$ cat src/rtl/pfd_pkg.sv
package pfd_pkg;

    localparam int unsigned DLY_W_DEF    = 3;
    localparam int unsigned LOCK_CNT_DEF = 8;

    typedef struct packed {
        logic up;
        logic dn;
    } pump_pair_t;

endpackage

$ cat src/rtl/pfd_edge.sv
module pfd_edge #(
    parameter int unsigned N = 2
) (
    input  logic         clk,
    input  logic         rst_n,
    input  logic [N-1:0] lvl,
    output logic [N-1:0] rise
);
    typedef struct packed {
        logic [N-1:0] prev;
    } edge_state_t;

    edge_state_t s_d, s_q;

    always_comb begin
        s_d      = s_q;
        s_d.prev = lvl;
    end

    always_ff @(posedge clk) begin
        if (!rst_n) s_q <= '0;
        else        s_q <= s_d;
    end

    for (genvar i = 0; i < N; i++) begin : g_rise
        assign rise[i] = lvl[i] & ~s_q.prev[i];
    end

endmodule

$ cat src/rtl/pfd_core.sv
module pfd_core
    import pfd_pkg::*;
#(
    parameter int unsigned DLY_W = DLY_W_DEF
) (
    input  logic             clk,
    input  logic             rst_n,
    input  logic             ref_edge,
    input  logic             vco_edge,
    input  logic [DLY_W-1:0] dly_eff,
    output pump_pair_t       pump,
    output logic             done
);
    typedef struct packed {
        logic             up;
        logic             dn;
        logic [DLY_W-1:0] ab;
    } core_state_t;

    core_state_t      s_d, s_q;
    logic             both;
    logic [DLY_W-1:0] last;

    assign last = dly_eff - 1'b1;
    assign both = s_q.up & s_q.dn;
    assign done = both && (s_q.ab == last);

    always_comb begin
        s_d = s_q;
        if (both) begin
            if (s_q.ab == last) begin
                s_d.up = 1'b0;
                s_d.dn = 1'b0;
                s_d.ab = '0;
            end else begin
                s_d.ab = s_q.ab + 1'b1;
            end
        end else begin
            s_d.ab = '0;
            if (ref_edge) s_d.up = 1'b1;
            if (vco_edge) s_d.dn = 1'b1;
        end
    end

    always_ff @(posedge clk) begin
        if (!rst_n) s_q <= '0;
        else        s_q <= s_d;
    end

    assign pump.up = s_q.up;
    assign pump.dn = s_q.dn;

    p_up_set_r1: assert property (@(posedge clk) disable iff (!rst_n)
        (ref_edge && !both) |=> s_q.up);
    p_dn_set_r1: assert property (@(posedge clk) disable iff (!rst_n)
        (vco_edge && !both) |=> s_q.dn);
    p_solo_hold_r4: assert property (@(posedge clk) disable iff (!rst_n)
        (s_q.up && !s_q.dn) |=> s_q.up);
    p_overlap_len_r3: assert property (@(posedge clk) disable iff (!rst_n)
        both |-> (s_q.ab < dly_eff));
    p_clear_reset_r9: assert property (@(posedge clk)
        !rst_n |=> (!s_q.up && !s_q.dn));

endmodule

$ cat src/rtl/pfd_lock_filter.sv
module pfd_lock_filter
    import pfd_pkg::*;
#(
    parameter int unsigned DLY_W    = DLY_W_DEF,
    parameter int unsigned LOCK_CNT = LOCK_CNT_DEF
) (
    input  logic             clk,
    input  logic             rst_n,
    input  pump_pair_t       pump,
    input  logic             done,
    input  logic [DLY_W-1:0] dly_eff,
    output logic             lock
);
    localparam int unsigned SW = DLY_W + 1;
    localparam int unsigned GW = $clog2(LOCK_CNT + 1);
    localparam logic [SW-1:0] SOLO_MAX = '1;
    localparam logic [GW-1:0] GOOD_TOP = GW'(LOCK_CNT);

    typedef struct packed {
        logic [SW-1:0] solo;
        logic [GW-1:0] good;
        logic          lock;
    } lock_state_t;

    lock_state_t s_d, s_q;
    logic        err;

    assign err = s_q.solo > {1'b0, dly_eff};

    always_comb begin
        s_d = s_q;
        if (done)
            s_d.solo = '0;
        else if ((pump.up ^ pump.dn) && (s_q.solo != SOLO_MAX))
            s_d.solo = s_q.solo + 1'b1;

        if (err) begin
            s_d.good = '0;
            s_d.lock = 1'b0;
        end else if (done && (s_q.good != GOOD_TOP)) begin
            s_d.good = s_q.good + 1'b1;
            if (s_d.good == GOOD_TOP) s_d.lock = 1'b1;
        end
    end

    always_ff @(posedge clk) begin
        if (!rst_n) s_q <= '0;
        else        s_q <= s_d;
    end

    assign lock = s_q.lock;

    p_err_drops_r7: assert property (@(posedge clk) disable iff (!rst_n)
        err |=> !s_q.lock);
    p_rise_on_done_r6: assert property (@(posedge clk) disable iff (!rst_n)
        $rose(s_q.lock) |-> $past(done));
    p_lock_reset_r9: assert property (@(posedge clk)
        !rst_n |=> !s_q.lock);

endmodule

$ cat src/rtl/phase_lock_detector.sv
module phase_lock_detector
    import pfd_pkg::*;
#(
    parameter int unsigned DLY_W    = DLY_W_DEF,
    parameter int unsigned LOCK_CNT = LOCK_CNT_DEF
) (
    input  logic             clk,
    input  logic             rst_n,
    input  logic             ref_in,
    input  logic             vco_in,
    input  logic             swap_pol,
    input  logic [DLY_W-1:0] ab_delay,
    output logic             up_o,
    output logic             dn_o,
    output logic             lock_o
);
    logic [1:0]       rise;
    logic [DLY_W-1:0] dly_eff;
    pump_pair_t       pump;
    logic             done;

    assign dly_eff = (ab_delay == '0) ? DLY_W'(1) : ab_delay;

    pfd_edge #(.N(2)) i_edge (
        .clk   (clk),
        .rst_n (rst_n),
        .lvl   ({vco_in, ref_in}),
        .rise  (rise)
    );

    pfd_core #(.DLY_W(DLY_W)) i_core (
        .clk      (clk),
        .rst_n    (rst_n),
        .ref_edge (rise[0]),
        .vco_edge (rise[1]),
        .dly_eff  (dly_eff),
        .pump     (pump),
        .done     (done)
    );

    pfd_lock_filter #(.DLY_W(DLY_W), .LOCK_CNT(LOCK_CNT)) i_lock (
        .clk     (clk),
        .rst_n   (rst_n),
        .pump    (pump),
        .done    (done),
        .dly_eff (dly_eff),
        .lock    (lock_o)
    );

    assign up_o = swap_pol ? pump.dn : pump.up;
    assign dn_o = swap_pol ? pump.up : pump.dn;

    p_swap_r5: assert property (@(posedge clk) disable iff (!rst_n)
        (swap_pol && $stable(swap_pol)) |-> (up_o == i_core.s_q.dn));

endmodule

$ cat config.mk
export PLATFORM = sky130hd
export DESIGN_NAME = phase_lock_detector
export DESIGN_NICKNAME = d
export VERILOG_FILES = /design/src/rtl/pfd_pkg.sv /design/src/rtl/pfd_edge.sv /design/src/rtl/pfd_core.sv /design/src/rtl/pfd_lock_filter.sv /design/src/rtl/phase_lock_detector.sv
export SDC_FILE = /design/constraint.sdc
export NUM_CORES = 1
export LEC_CHECK = 0
export BUFFER_PORTS_ARGS = -buffer_cell sky130_fd_sc_hd__buf_4
export CAP_MARGIN = 20
export CORE_MARGIN = 4
export CORE_UTILIZATION = 30
export DETAILED_ROUTE_END_ITERATION = 10
export PLACE_DENSITY = 0.45
export SLEW_MARGIN = 25
export SYNTH_ARGS = -nofsm -noshare
export SYNTH_HDL_FRONTEND = slang
export SYNTH_SLANG_ARGS = --single-unit
$ cat constraint.sdc
create_clock -name clk -period 6.3 [get_ports clk]
set_clock_uncertainty 0.15 [all_clocks]
set_input_delay 0.945 -clock clk [delete_from_list [all_inputs] [get_ports clk]]
set_output_delay 0.945 -clock clk [all_outputs]
set_load 0.05 [all_outputs]
# Word-level counts from Yosys, hierarchy flattened
# Index checks and enable logic that the tools add are counted.
# classes
n_eq_ne	5
add_sub_neg	4
muxes	8
n_reduce_logical	12
order_cmp	1
bitwise_logic	8
# ops
op	count
4-bit by 1-bit adder with 4-bit output (second input constant)	2
4-bit != test (second input constant)	2
3-bit 2-to-1 mux	2
2-bit AND reduction	3
5-bit 2-to-1 mux	1
4-bit equality test (second input constant)	1
4-bit by 3-bit > comparator with 1-bit output	1
1-bit 2-to-1 mux	4
1-bit NOT	4
2-bit nonzero test	2
2-bit OR reduction	2
3-bit by 1-bit adder with 3-bit output (second input constant)	1
1-bit bitwise AND	3
3-bit equality test	1
1-bit logical AND	3
3-bit logical NOT	1
3-bit OR reduction	1
3-bit by 1-bit subtractor with 3-bit output (second input constant)	1
2-bit 2-to-1 mux	1
2-bit != test (second input constant)	1
1-bit bitwise XOR	1
# totals
output_inout_bits	3
wordCells	45
register_bits	16
inputBits	8

# Logic depth before layout (Yosys ltp)
# Gate-level depths: netlist (run 1).
# logic_depth
ltp_word	7
depth_mapped	7
mapped_depth_nobuf	7

# By module
# A second synthesis (run 1) with hierarchy kept.
# hier_totals
cells_unflattened	100
hier_area_um2	933.4
# modules_own_cells
module	cells_each	seq_area_each_um2	n_inst	area_per_inst_um2
pfd_lock_filter	63	180.2	1	546.8
pfd_core	26	100.1	1	269.0
pfd_edge	6	40.0	1	80.1
phase_lock_detector	5	0.0	1	37.5

# Worst setup path after synthesis (run 1)
# OpenSTA, ideal clock, no wires.
# synth_path
kind	in2reg
from	in ab_delay[1]
to	reg i_lock.s_q[1] (netlist bit)
required_ns	6.079
path_slack_ns	3.620
path_stages	7
path_buffers	0
setup_ns	0.071
t_arrival_ns	2.459
path_cell_list	o21bai_1 > inv_1 > ha_1 > xnor2_1 > a21oi_1 > or4_1 > a21oi_1
# synth_between
elab_chain_len	6
elab_cells_between_ends	8
classes_between	add/sub (1); order compare (1); eq/ne (1); mux (1); reduce/logical (4)
# synth_rtl
element	line_no	source
start: declaration	phase_lock_detector.sv:12	input logic [DLY_W-1:0] ab_delay,
3-bit logical NOT	phase_lock_detector.sv:22	assign dly_eff = (ab_delay == '0) ? DLY_W'(1) : ab_delay;
3-bit 2-to-1 mux *	phase_lock_detector.sv:22	
3-bit by 1-bit subtractor with 3-bit output	pfd_core.sv:24	assign last = dly_eff - 1'b1;
3-bit equality test	pfd_core.sv:26	assign done = both && (s_q.ab == last);
1-bit logical AND	pfd_core.sv:26	
1-bit logical AND	pfd_lock_filter.sv:40	end else if (done && (s_q.good != GOOD_TOP)) begin
end signal: assignment	pfd_lock_filter.sv:47	if (!rst_n) s_q <= '0;
end signal: assignment	pfd_lock_filter.sv:48	else s_q <= s_d;
end: declaration	pfd_lock_filter.sv:25	lock_state_t s_d, s_q;
# Every way passes the cells marked *; elsewhere a longest branch is shown, timed or not.
# A chain may end at the register's enable or synchronous reset.

# Final worst setup path (run 1)
# layout_path
from	in ab_delay[1]
to	reg i_core.s_q[2] (netlist bit)
# layout_between
elab_chain_len	5
# layout_rtl
element	line_no	source
3-bit logical NOT	phase_lock_detector.sv:22	
3-bit 2-to-1 mux *	phase_lock_detector.sv:22	
3-bit by 1-bit subtractor with 3-bit output *	pfd_core.sv:24	
3-bit equality test *	pfd_core.sv:31	if (s_q.ab == last) begin
3-bit OR reduction (no source line) *	n/a	
end signal: assignment	pfd_core.sv:46	if (!rst_n) s_q <= '0;
end signal: assignment	pfd_core.sv:47	else s_q <= s_d;
end: declaration	pfd_core.sv:20	core_state_t s_d, s_q;
# Marks and branches as above.

==> reports/qor.txt, run 1 <==
Final hold vios = 0
WL per Instance = 11.7 µm
Setup ws final = 3530 ps
Kind of critical path = in -> reg
First-pass GRT wire length = 3.39 mm
Syn. warnings = 0
Crit share post-route = 44.0%
PortBufs = 10
FILL cells = 347
CORE AREA = 3050 µm²
CTS buffer count = 3
Setup bufs post-CTS = 0
Dpl ws = 3220 ps
Pwr Total = 0.225 mW
Tmin final = 2770 ps
Worst EP arrival = 2780 ps
Non-Filler Instances = 164
Yosys reg bits = 16
Die ar. = 4160 µm²
Worst Setup SP = ab_delay[1]
RSZ-0062 raised after global routing = no
Antenna-violating nets left = 0
Synth area leader = dfxtp_1
Nets = 139
Layout cell share with drive strength beyond 1 = 15.0%
Leak Pwr = 0.447 nW
H-tree levels = 1
Post-synth top area share = 33.5%
Initial antenna violation count = 0
Area after DPL = 1090 µm²
Startpoint Class = input port
CTS tree = done
RR Endpoint = i_lock.lock
# hold bufs at CTS = 0
CTS root buf = clkbuf_4
Largest cells by area after synthesis = dfxtp_1, ha_1, inv_1, o211ai_1, xnor2_1
R2r setup slk = 4290 ps
Relative slew slack = 49.2%
PD cells = 200 nW/µm²
Post-synthesis instance area = 957 µm²
Hold Path Class = reg -> reg
Clock Tree Buf Depth = 2
Gr usage total = 10.4%
Finished Cell Area = 1120 µm²
Clock Pin Slew Worst Setup and Hold Paths = 90 ps
Max-cap check violation count = 0
Multi-input gate area = 584 µm²
Initial DRC Count = 33
Vias in the first global route = 716
Final wirelength = 1.91 mm
Max frequency = 360 MHz
DR vias = 788
Worst EP required = 6310 ps
Cells after Synth = 106
Drt first pass iters = 4
Storage cell area = 320 µm²
Crit Path Max Fanout = 9
FF-to-FF path depth = 4
Critical R2R Launch = i_lock.s_q[6]
End of the critical path = i_core.s_q[2]
Largest net degree at the start of global routing = 10
Total grt overflow = 0
Synth cell types = 31
Synth Net Count = 124
Die H = 64.5 µm
Critical Path End Type = flip-flop
# IOs = 11
Number of clock sinks = 16
Worst Tran Pin Value = 762 ps
Hpwl dp = 1.52 mm
Residual DRC = 0
Via density = 4.80
Syn avg cell area = 9.03 µm²
Worst VDD drop = 111 µV
Setup TNS Final = 0 ps
Placed insts = 160
Starting Density = 31.4%
Pins Over Slew Limit = 0
Skew-Pair Late Insertion Delay = 290 ps
Area growth, synth to finish = 17.4%
DIE WIDTH = 64.5 µm
Cts repair resizes = 0
Number of core rows = 20
Setup Viol. Count Final = 0
Outcome = finished clean
Sequential share of the synthesized area = 33.5%
Diode count = 0
Placer congestion estimate = 0.728
## final cells by class
cell class / instances / area share (%)
Tap cell: 44 / 4.90
Multi-Input combinational cell: 76 / 52.0
Sequential cell: 16 / 28.5
Inverter: 14 / 4.68
Timing Repair Buffer: 10 / 6.68
Clock buffer: 4 / 3.23
## power by group
part,leakage [nW],switching [mW],internal [mW],total [mW]
Clock,0.0210,0.0343,0.0352,0.0695
Sequential,0.130,0.00378,0.106,0.109
Combinational,0.296,0.0274,0.0185,0.0459
## sequential cells by signal (all words and copies together) (netlist names)
| signal | cells |
|---|---|
| i_lock.s_q | 8 |
| i_core.s_q | 3 |
| i_core.pump | 2 |
| i_edge.s_q | 2 |
| i_lock.lock | 1 |
## cell families (layout without fill, tap and decap cells)
kind of cell / Yosys count / after routing / synth area share (%)
DFF: 16 / 16 / 33.5
AOI/OAI and AO/OA: 25 / 25 / 20.8
adders and majority gates: 10 / 10 / 13.1
buffers and inverters: 14 / 28 / 5.49
muxes: 4 / 4 / 4.44
xor gates and xnor gates: 7 / 7 / 6.41
and+or+nand+nor: 30 / 30 / 16.3
## critical path, cell delays in order
cell	delay, ps
buf_4	120
o21bai_1	270
inv_1	80
ha_1	210
xnor2_1	220
a21oi_1	280
o311ai_1	550
nor2_1	100
## cells in the mapped netlist
cell type	number
o31ai_1	3
o41ai_4	1
nand3_1	6
o311ai_1	1
dfxtp_1	16
nand2b_1	1
nor4_1	2
or4_1	2
a21oi_1	5
mux2_2	2
o21bai_1	1
or3_1	1
a22o_4	1
nand2_1	4
nor2b_1	1
a41oi_1	1
nor2_1	8
o211ai_1	5
a31oi_1	2
xor2_1	3
ha_1	10
nor4b_1	1
a211oi_1	1
o2111ai_1	1
xnor2_1	4
inv_1	14
nand3b_1	1
and3_1	1
and2_1	2
mux2i_1	2
o21ai_0	3
## routing by layer
| metal | GRT usage [%] | part of all wire, % | vias to the layer above |
|---|---|---|---|
| li1 | - | - | 411 |
| met1 | 14.3 | 50 | 367 |
| met2 | 15.3 | 46 | 8 |
| met3 | 3.12 | 2.6 | 2 |
| met4 | 3.96 | 0.89 | 0 |
| met5 | 0 | 0 | - |
## placed cells by master, fill, tap and decap left out, drive strengths merged, types with 3 or more instances in the layout
| cell | count |
|---|---|
| dfxtp | 16 |
| inv | 14 |
| ha | 10 |
| buf | 10 |
| nor2 | 8 |
| nand3 | 6 |
| a21oi | 5 |
| o211ai | 5 |
| xnor2 | 4 |
| nand2 | 4 |
| clkbuf | 4 |
| o21ai | 3 |
| xor2 | 3 |
| o31ai | 3 |
## worst min-delay path by stage
stage,cells past startpoint,end,start
2_1_floorplan,1,i_core.s_q[0],i_core.s_q[0]
3_3_place_gp,2,i_lock.s_q[6],i_lock.s_q[6]
3_5_place_dp,2,i_lock.s_q[6],i_lock.s_q[6]
4_1_cts,2,i_lock.s_q[6],i_lock.s_q[6]
5_1_grt,2,i_lock.s_q[6],i_lock.s_q[6]
6_report,2,i_lock.s_q[6],i_lock.s_q[6]
## stage by stage
step	utilization [%]	hold WS, ps
6_report	36.8	358
3_3_place_gp	35.6	343
4_1_cts	36.8	363
5_1_grt	36.8	394
3_5_place_dp	35.6	350
2_1_floorplan	-	309
No activity file was read; power rests on OpenSTA's default activity.
==> run 2, diff against run 1 <==
clock period = 2.7 ns   (was 6.3 ns; I/O delays follow)
==> run 2 against run 1 <==
Effect of this change:
- via count is 0.13% higher
- combinational power is 150% higher
- clock power is 130% higher
- flip-flop and latch count stayed put
- die area stayed put
- routed wire length is 2.8% lower
- non-clock buffer count is 2 higher
==> reports/qor.txt, run 2 (synthesis gave the netlist of run 1 again) <==
Outcome = finished clean
Crit Path Max Fanout = 4 (-5)
PortBufs = 10 (unchanged)
Critical R2R Launch = i_lock.s_q[1]
Sw frac = 28.6% (-0.49 points)
Residual DRC = 0 (unchanged)
FF-to-FF path depth = 6 (+2)
P_sw = 0.151 mW (+130%)
Number of clock sinks = 16 (unchanged)
Nets = 141 (+1.4%)
Kind of critical path = in -> reg
Internal Power = 0.377 mW (+140%)
Worst Tran Pin Value = 789 ps (+27.5 ps)
Setup Viol. Count Final = 0 (unchanged)
Cts repair resizes = 0 (unchanged)
Via density = 4.75 (-1.1%)
Hpwl dp = 1.48 mm (-2.7%)
Drt first pass iters = 4 (unchanged)
Antenna-violating nets left = 0 (unchanged)
Starting Density = 31.4% (unchanged)
WL per Instance = 11.2 µm (-3.9%)
CTS tree = done
Die H = 64.5 µm (unchanged)
Relative slew slack = 47.4% (-1.8 points)
Max-cap check violation count = 0 (unchanged)
Setup TNS Final = 0 ps (unchanged)
Multi-input gate area = 584 µm² (unchanged)
Gr usage total = 10.2% (-0.27 points)
RR Endpoint = i_lock.lock
Worst EP arrival = 2160 ps (-620 ps)
Placer congestion estimate = 0.758 (+4.1%)
Critical Path End Type = flip-flop
End of the critical path = i_lock.s_q[3]
Area growth, synth to finish = 19.0%
Crit share post-route = 77.2%
Number of core rows = 20 (unchanged)
RSZ-0062 raised after global routing = no
First-pass GRT wire length = 3.31 mm (-2.2%)
PD cells = 464 nW/µm² (+130%)
CTS buffer count = 3 (unchanged)
Worst EP required = 2780 ps (-3530 ps)
Final hold vios = 0 (unchanged)
Commonest non-fill, non-tap cell in the layout = dfxtp_1
Die ar. = 4160 µm² (unchanged)
# IOs = 11 (unchanged)
Placed insts = 162 (+1.3%)
Storage cell area = 320 µm² (unchanged)
Hold Path Class = in -> reg
Initial DRC Count = 36 (+9.1%)
Most frequent cells in the layout = dfxtp_1, inv_1, buf_4, ha_1, nor2_1
Skew-Pair Late Insertion Delay = 290 ps (about the same)
Biggest regs = i_lock.s_q (8), i_core.s_q (3)
Startpoint Class = input port
H-tree levels = 1 (unchanged)
Comb pwr share = 21.5% (+1.1 points)
Worst VDD drop = 409 µV (+270%)
Total grt overflow = 0 (unchanged)
DIE WIDTH = 64.5 µm (unchanged)
CORE AREA = 3050 µm² (unchanged)
Max frequency = 480 MHz
CTS root buf = clkbuf_4
Biggest register = i_lock.s_q
# hold bufs at CTS = 0 (unchanged)
Clock Tree Buf Depth = 2 (unchanged)
Tmin final = 2080 ps
Largest net degree at the start of global routing = 10 (unchanged)
Worst Setup SP = ab_delay[1]
FILL cells = 345 (-0.58%)
Final wirelength = 1.86 mm (-2.8%)
DR vias = 789 (+0.13%)
Pins Over Slew Limit = 0 (unchanged)
Diode count = 0 (unchanged)
Number of flip-flops in the largest register = 8 (unchanged)
Vias in the first global route = 702 (-2.0%)
Setup bufs post-CTS = 0 (unchanged)
Clock Pin Slew Worst Setup and Hold Paths = 100 ps (about the same)
Layout cell share with drive strength beyond 1 = 16.4% (+1.4 points)
Non-Filler Instances = 166 (+1.2%)
Leak Pwr = 0.456 nW (+2.0%)
Reg power frac = 48.2% (-0.4 points)
Initial antenna violation count = 0 (unchanged)
Clk pwr share = 30.2% (-0.7 points)
R2r setup slk = 800 ps (-3490 ps)
## run 2: cell count changes in the layout (fill, tap and decap cells not counted), sizes merged
cell  change
buf       +2
## run 2: how the worst min path moves through the flow
stage,start,to,depth (start not counted)
6_report,vco_in,i_edge.s_q[1],2
5_1_grt,ref_in,i_edge.s_q[0],2
4_1_cts,vco_in,i_edge.s_q[1],2
3_5_place_dp,i_lock.s_q[6],i_lock.s_q[6],2
3_3_place_gp,i_lock.s_q[6],i_lock.s_q[6],2
2_1_floorplan,i_core.s_q[0],i_core.s_q[0],1
## run 2: metrics by stage
step	utilization [%]	instance area (µm²)	worst slack [ps]	hold WS (ps)	power (mW)
after floorplan	-	957	560	309	0.337
after global placement	36.1	1100	331	344	0.373
after detailed placement	36.1	1100	302	340	0.375
after CTS	37.3	1140	598	163	0.537
after global routing	37.3	1140	434	164	0.564
final	37.3	1140	615	170	0.528
## run 2: area by class of cell
class	instances	area share (%)
multi-input cells	76	51.3
well taps	44	4.84
clock buffers	4	3.19
flip-flops and latches	16	28.1
repair buffers	12	7.91
inverters	14	4.62
## run 2: per-layer routing
metal | vias up | global-route usage (%) | part of all wire, %
li1 | 418 | - | -
met5 | - | 0 | 0
met4 | 0 | 2.37 | 0.75
met3 | 2 | 3.64 | 3.8
met1 | 359 | 13.8 | 48
met2 | 10 | 15.3 | 47
## run 2: critical path, stage by stage
cell and delay, ps:
buf_4 120, o21bai_1 170, inv_1 60, ha_1 300
xor2_1 200, o21ai_0 250, nor4_1 430, mux2i_1 220
## run 2: power by group through the flow
stage	registers [mW]	logic, mW	clock network (mW)
after global routing	0.257	0.128	0.179
after CTS	0.255	0.115	0.167
after detailed placement	0.260	0.115	0
after floorplan	0.258	0.0789	0
after global placement	0.260	0.113	0
final	0.255	0.114	0.160
